===== src/rtl/cic_pkg.sv =====
package cic_pkg;
  localparam int NUM_SRC = 32;
  localparam int NUM_SUB = 15;
  localparam int ADDR_W  = 3;
  localparam int NUM_GRP = 6;

  // fixed sub-source grouping: low bit, high bit, parent main bit
  localparam int GRP_LO [NUM_GRP] = '{0, 3, 6, 9, 11, 13};
  localparam int GRP_HI [NUM_GRP] = '{2, 5, 8, 10, 12, 14};
  localparam int GRP_PAR[NUM_GRP] = '{28, 23, 15, 31, 5, 9};

  localparam logic [NUM_SRC-1:0] RESV_MASK = (NUM_SRC'(1) << 6) | (NUM_SRC'(1) << 24);

  typedef enum logic [2:0] {
    RS_SRCPEND = 3'd0,
    RS_MASK    = 3'd1,
    RS_INTPEND = 3'd2,
    RS_SUBPEND = 3'd3,
    RS_SUBMASK = 3'd4,
    RS_NONE    = 3'd7
  } rd_sel_e;

  typedef struct packed {
    logic    wrSrcPend;
    logic    wrMask;
    logic    wrIntPend;
    logic    wrSubPend;
    logic    wrSubMask;
    rd_sel_e rdSel;
  } ctrl_strb_t;
endpackage


===== src/rtl/cic_ctrl.sv =====
module cic_ctrl
  import cic_pkg::*;
(
  input  logic              busWr,
  input  logic [ADDR_W-1:0] busAddr,
  output ctrl_strb_t        strb
);
  always_comb begin
    strb = '{wrSrcPend: 1'b0, wrMask: 1'b0, wrIntPend: 1'b0,
             wrSubPend: 1'b0, wrSubMask: 1'b0, rdSel: RS_NONE};
    case (busAddr)
      3'd0: begin strb.wrSrcPend = busWr; strb.rdSel = RS_SRCPEND; end
      3'd1: begin strb.wrMask    = busWr; strb.rdSel = RS_MASK;    end
      3'd2: begin strb.wrIntPend = busWr; strb.rdSel = RS_INTPEND; end
      3'd3: begin strb.wrSubPend = busWr; strb.rdSel = RS_SUBPEND; end
      3'd4: begin strb.wrSubMask = busWr; strb.rdSel = RS_SUBMASK; end
      default: strb.rdSel = RS_NONE;
    endcase
  end
endmodule


===== src/rtl/cic_prio.sv =====
module cic_prio #(
  parameter int WIDTH = 32
) (
  input  logic [WIDTH-1:0] cand,
  output logic [WIDTH-1:0] winner
);
  // isolate the lowest set bit
  assign winner = cand & (~cand + WIDTH'(1));
endmodule


===== src/rtl/cic_datapath.sv =====
module cic_datapath
  import cic_pkg::*;
(
  input  logic               clk,
  input  logic               rstN,
  input  ctrl_strb_t         strb,
  input  logic [NUM_SRC-1:0] srcIn,
  input  logic [NUM_SUB-1:0] subIn,
  input  logic [NUM_SRC-1:0] busWdata,
  output logic [NUM_SRC-1:0] busRdata,
  output logic [NUM_SRC-1:0] srcPendQ,
  output logic [NUM_SRC-1:0] maskQ,
  output logic [NUM_SRC-1:0] intPendQ,
  output logic [NUM_SUB-1:0] subPendQ,
  output logic [NUM_SUB-1:0] subMaskQ,
  output logic               irqOut
);
  logic [NUM_SUB-1:0] subLive;
  logic [NUM_SRC-1:0] cascadeSet;
  logic [NUM_SRC-1:0] srcSet;
  logic [NUM_SRC-1:0] srcClr;
  logic [NUM_SUB-1:0] subClr;
  logic [NUM_SRC-1:0] candidate;
  logic [NUM_SRC-1:0] winner;

  assign subLive = subPendQ & ~subMaskQ;

  always_comb begin
    cascadeSet = '0;
    for (int b = 0; b < NUM_SUB; b++) begin
      for (int g = 0; g < NUM_GRP; g++) begin
        if (b >= GRP_LO[g] && b <= GRP_HI[g] && subLive[b])
          cascadeSet[GRP_PAR[g]] = 1'b1;
      end
    end
  end

  assign srcSet    = (srcIn | cascadeSet) & ~RESV_MASK;
  assign srcClr    = strb.wrSrcPend ? busWdata : '0;
  assign subClr    = strb.wrSubPend ? busWdata[NUM_SUB-1:0] : '0;
  assign candidate = srcPendQ & ~maskQ & ~RESV_MASK;

  cic_prio #(.WIDTH(NUM_SRC)) uPrio (
    .cand  (candidate),
    .winner(winner)
  );

  always_ff @(posedge clk) begin
    if (!rstN) begin
      srcPendQ <= '0;
      maskQ    <= '1;
      intPendQ <= '0;
      subPendQ <= '0;
      subMaskQ <= '1;
    end else begin
      srcPendQ <= ((srcPendQ & ~srcClr) | srcSet) & ~RESV_MASK;
      subPendQ <= (subPendQ & ~subClr) | subIn;
      if (strb.wrMask)    maskQ    <= busWdata;
      if (strb.wrSubMask) subMaskQ <= busWdata[NUM_SUB-1:0];
      if (strb.wrIntPend)
        intPendQ <= intPendQ & ~busWdata;
      else if (intPendQ == '0)
        intPendQ <= winner;
    end
  end

  assign irqOut = |intPendQ;

  always_comb begin
    case (strb.rdSel)
      RS_SRCPEND: busRdata = srcPendQ;
      RS_MASK:    busRdata = maskQ;
      RS_INTPEND: busRdata = intPendQ;
      RS_SUBPEND: busRdata = {{(NUM_SRC-NUM_SUB){1'b0}}, subPendQ};
      RS_SUBMASK: busRdata = {{(NUM_SRC-NUM_SUB){1'b0}}, subMaskQ};
      default:    busRdata = '0;
    endcase
  end
endmodule


===== src/rtl/cascade_intc.sv =====
module cascade_intc
  import cic_pkg::*;
(
  input  logic               clk,
  input  logic               rstN,
  input  logic [NUM_SRC-1:0] srcIn,
  input  logic [NUM_SUB-1:0] subIn,
  input  logic               busWr,
  input  logic [ADDR_W-1:0]  busAddr,
  input  logic [NUM_SRC-1:0] busWdata,
  output logic [NUM_SRC-1:0] busRdata,
  output logic               irqOut
);
  ctrl_strb_t         strb;
  logic [NUM_SRC-1:0] srcPendQ;
  logic [NUM_SRC-1:0] maskQ;
  logic [NUM_SRC-1:0] intPendQ;
  logic [NUM_SUB-1:0] subPendQ;
  logic [NUM_SUB-1:0] subMaskQ;

  cic_ctrl uCtrl (
    .busWr  (busWr),
    .busAddr(busAddr),
    .strb   (strb)
  );

  cic_datapath uDp (
    .clk     (clk),
    .rstN    (rstN),
    .strb    (strb),
    .srcIn   (srcIn),
    .subIn   (subIn),
    .busWdata(busWdata),
    .busRdata(busRdata),
    .srcPendQ(srcPendQ),
    .maskQ   (maskQ),
    .intPendQ(intPendQ),
    .subPendQ(subPendQ),
    .subMaskQ(subMaskQ),
    .irqOut  (irqOut)
  );
endmodule


===== config.mk =====
export PLATFORM = sky130hd
export DESIGN_NAME = cascade_intc
export DESIGN_NICKNAME = d
export VERILOG_FILES = /design/src/rtl/cic_pkg.sv /design/src/rtl/cic_ctrl.sv /design/src/rtl/cic_prio.sv /design/src/rtl/cic_datapath.sv /design/src/rtl/cascade_intc.sv
export SDC_FILE = /design/constraint.sdc
export NUM_CORES = 1
export LEC_CHECK = 0
export ABC_AREA = 1
export CORE_UTILIZATION = 55
export DETAILED_ROUTE_END_ITERATION = 6
export DONT_BUFFER_PORTS = 1
export GPL_ROUTABILITY_DRIVEN = 0
export PLACE_DENSITY_LB_ADDON = 0.08
export SYNTH_ARGS = -nofsm -noshare
export SYNTH_HDL_FRONTEND = slang
export SYNTH_SLANG_ARGS = --single-unit
export TNS_END_PERCENT = 5

===== constraint.sdc =====
create_clock -name clk -period 2.69 [get_ports clk]
set_input_delay 0.1345 -clock clk [delete_from_list [all_inputs] [get_ports clk]]
set_output_delay 0.1345 -clock clk [all_outputs]
set_load 0.1 [all_outputs]

==> run metrics <==
root cell of the clock tree clkbuf_16; Tmin final 1.985 ns; Num CTS Buffers 17; asr flop ratio synth 0; CTS tree built; 1st-pass router iterations 5; max_cap viols 0; YS warnings 0; RSZ-0062 raised after global routing false; detailed placement HPWL between 10 and 15 mm; internal power approximately 4.3 mW; maximum root-to-sink buffer count 2; worst min path class input port to register; global-route wire length before repair 31.77 mm; post-synthesis register bit count 124; LEAKAGE ~4.3 nW; drc violations 0; most frequent cells after synthesis 259 x nand2_1, 153 x inv_1, 130 x nor2_1; CTS clk-pin slew, worst paths 0.06 ns; largest net degree at the start of global routing slightly above 70; sequential-to-total area share from yosys stat 0.3843; Mapped Avg Cell Area 6.473 um2; antenna violations before repair 0; Buffers on Ports 0; Std-Cell Rows 39; Setup-failing EPs final 0; Yosys top cell area share 0.3843; Worst-Margin Slew between 1 and 1.5 ns; area grow syn2layout 30.91%; total global routing track utilization 0.3473; proportion of layout cells with a drive suffix above 1 0.09776; leading area contributor after synthesis dfxtp_1; number of I/O pins 118; Worst R2R Start uDp.intPendQ[23]; via count between 7000 and 8000; Post-Syn Nets about 1100; Max IR drop VDD 644.9 uV; top-count cell post-synth nand2_1; setup skew after layout 0.01037 ns; number of synthesized flops with an enable pin 0; pwr dens 798.3 nW/um2; setup slack, reg-to-reg 0.71 ns; Core Region 11420 um2; Final Hold Viols 0; total grt overflow 0; R2R depth 8; fin. max-slew vios 0; outcome completed; clock sink count 124; vias in the first global route 6508; routed vias/inst around 5.6; dominant synthesized flop cell dfxtp_1; number of diodes 0; Max Fclk 503.9 MHz; Antenna Nets Post-Route 0; post-synthesis cell count approximately 1000; die height 110.4 um; Seq pwr share 0.323; H-tree depth 4; Critical Path AT 2.25 ns; HP Start busWdata[17]; final worst-path cycle share 0.7377; Util after Layout 0.7406; Req. time, crit path 2.96 ns; Clk Latency, worst-skew pair 0.43 ns; Worst R2R End uDp.intPendQ[3]; power share of the combinational group 0.318; Startpoint Class register; Filler cells 951; DRT Wirelength 20.48 mm; crit-path max FO 20; Die X-Extent approximately 110 um; CP Class register to register; Distinct cells, synth 34; hold depth 3; Initial DRC Count 806; ranking of synthesized cells by area dfxtp_1 38%, nand2_1 15%, inv_1 8.9%; setup ws final 0.7055 ns; starting density of the core 0.5657; Sw Ratio 0.3641; setup TNS 0 ns; DIE AREA 12180 um2; Max-slew headroom 0.2880; Synth Cell Area 6460 um2; WL per Instance 16.28 um; Switching Power 2.458 mW; Place WS between 0.7 and 0.8 ns; Layout Nets between 1000 and 1500; Hold EP uDp.srcPendQ[17]; clock network power share 0.359; CP endpoint kind register
[repair_timing]
| action | CTS | global route |
|---|---|---|
| gates resized for setup | 0 | 0 |
| hold endpoints to repair | 116 | 0 |
| hold buffers | 83 | 0 |
| buffers inserted | 0 | 0 |
[flip-flops by register name, indices dropped and copies added (netlist names)]
register	flops
uDp.subPendQ	15
uDp.subMaskQ	15
uDp.intPendQ	32
uDp.srcPendQ	30
uDp.maskQ	32
[cells in the final DEF, fill, tap and decap left out]
cell type / instances
nor3_1: 11
clkbuf_16: 17
nand2_4: 1
a22oi_1: 1
clkbuf_1: 3
nor2_1: 130
o211ai_1: 53
inv_1: 153
o221ai_2: 15
a221oi_1: 2
a211oi_1: 7
clkinv_1: 1
nor2_2: 1
nand3_2: 1
a31oi_1: 5
nand4_1: 3
dfxtp_1: 124
inv_4: 1
o21ai_0: 65
nand2_2: 5
bufinv_16: 3
clkinv_2: 3
nor3b_1: 1
buf_16: 7
dlygate4sd3_1: 82
o2111ai_2: 1
o22ai_1: 3
inv_2: 6
nor2_4: 6
clkbuf_8: 6
buf_4: 36
nand2_1: 259
a32o_1: 1
nand3_1: 40
and2_1: 1
a21oi_1: 56
o21ai_1: 5
[per-stage QoR]
stage	power [mW]	instances	hold slack [ns]	instance area, um2
2_1_floorplan	3.727	998	0.2519	6460
3_3_place_gp	4.157	1143	0.2306	6984
3_5_place_dp	4.187	1143	0.2359	6984
4_1_cts	6.725	1258	0.001813	8457
5_1_grt	7.071	1258	0.03237	8457
6_report	6.751	1258	0.02098	8457
[cell type report]
| cell class | count | area (um2) | share of cell area |
|---|---|---|---|
| Timing Repair Buffer | 125 | 1284 | 0.1518 |
| Clock inverter | 6 | 105.1 | 0.01243 |
| Clock buffer | 26 | 519.2 | 0.06140 |
| Multi-Input combinational cell | 673 | 3281 | 0.3879 |
| Inverter | 161 | 606.8 | 0.07176 |
| Tap cell | 143 | 178.9 | 0.02116 |
| Sequential cell | 124 | 2482 | 0.2935 |
[kinds of logic (layout without fill, tap and decap cells)]
logic type | after synthesis | after routing | share of synthesized area
compound gates | 214 | 214 | 0.2022
flops | 124 | 124 | 0.3843
buf+inv | 201 | 318 | 0.1242
simple gates | 459 | 459 | 0.2894
[worst max-delay path: stages, from the launching register on]
cell,delay (ns)
dfxtp_1,0.32
nor2_1,0.13
nand2_1,0.06
nor2_1,0.15
nand2_1,0.15
nor2_4,0.23
nand2_1,0.43
o21ai_0,0.30
nor2_1,0.06
[per-layer routing]
layer | track usage | vias up | routed length, um
li1 | - | 3426 | -
met1 | 0.4407 | 3196 | 8754
met2 | 0.5594 | 355 | 9237
met3 | 0.08230 | 54 | 1881
met4 | 0.1541 | 0 | 607
met5 | 0 | - | 0
[power groups by stage]
stage	Combinational, mW	Clock [mW]	Sequential (mW)
floorplan	1.55	0	2.17
global placement	1.95	0	2.20
detailed placement	1.98	0	2.21
CTS	2.12	2.43	2.17
global route	2.36	2.51	2.20
finish	2.15	2.42	2.18
[how the worst max path moves through the flow]
stage | from | to | slack (ns) | depth (start not counted)
after detailed placement | uDp.intPendQ[27] | uDp.intPendQ[10] | 0.78 | 8
final | uDp.intPendQ[23] | uDp.intPendQ[3] | 0.71 | 8
after global routing | uDp.intPendQ[23] | uDp.intPendQ[3] | 0.50 | 8
after CTS | uDp.intPendQ[23] | uDp.intPendQ[10] | 0.76 | 8
after floorplan | busAddr[2] | busRdata[17] | 0.22 | 6
after global placement | uDp.intPendQ[23] | uDp.intPendQ[3] | 0.79 | 8
Power figures use the tool's default switching activity.
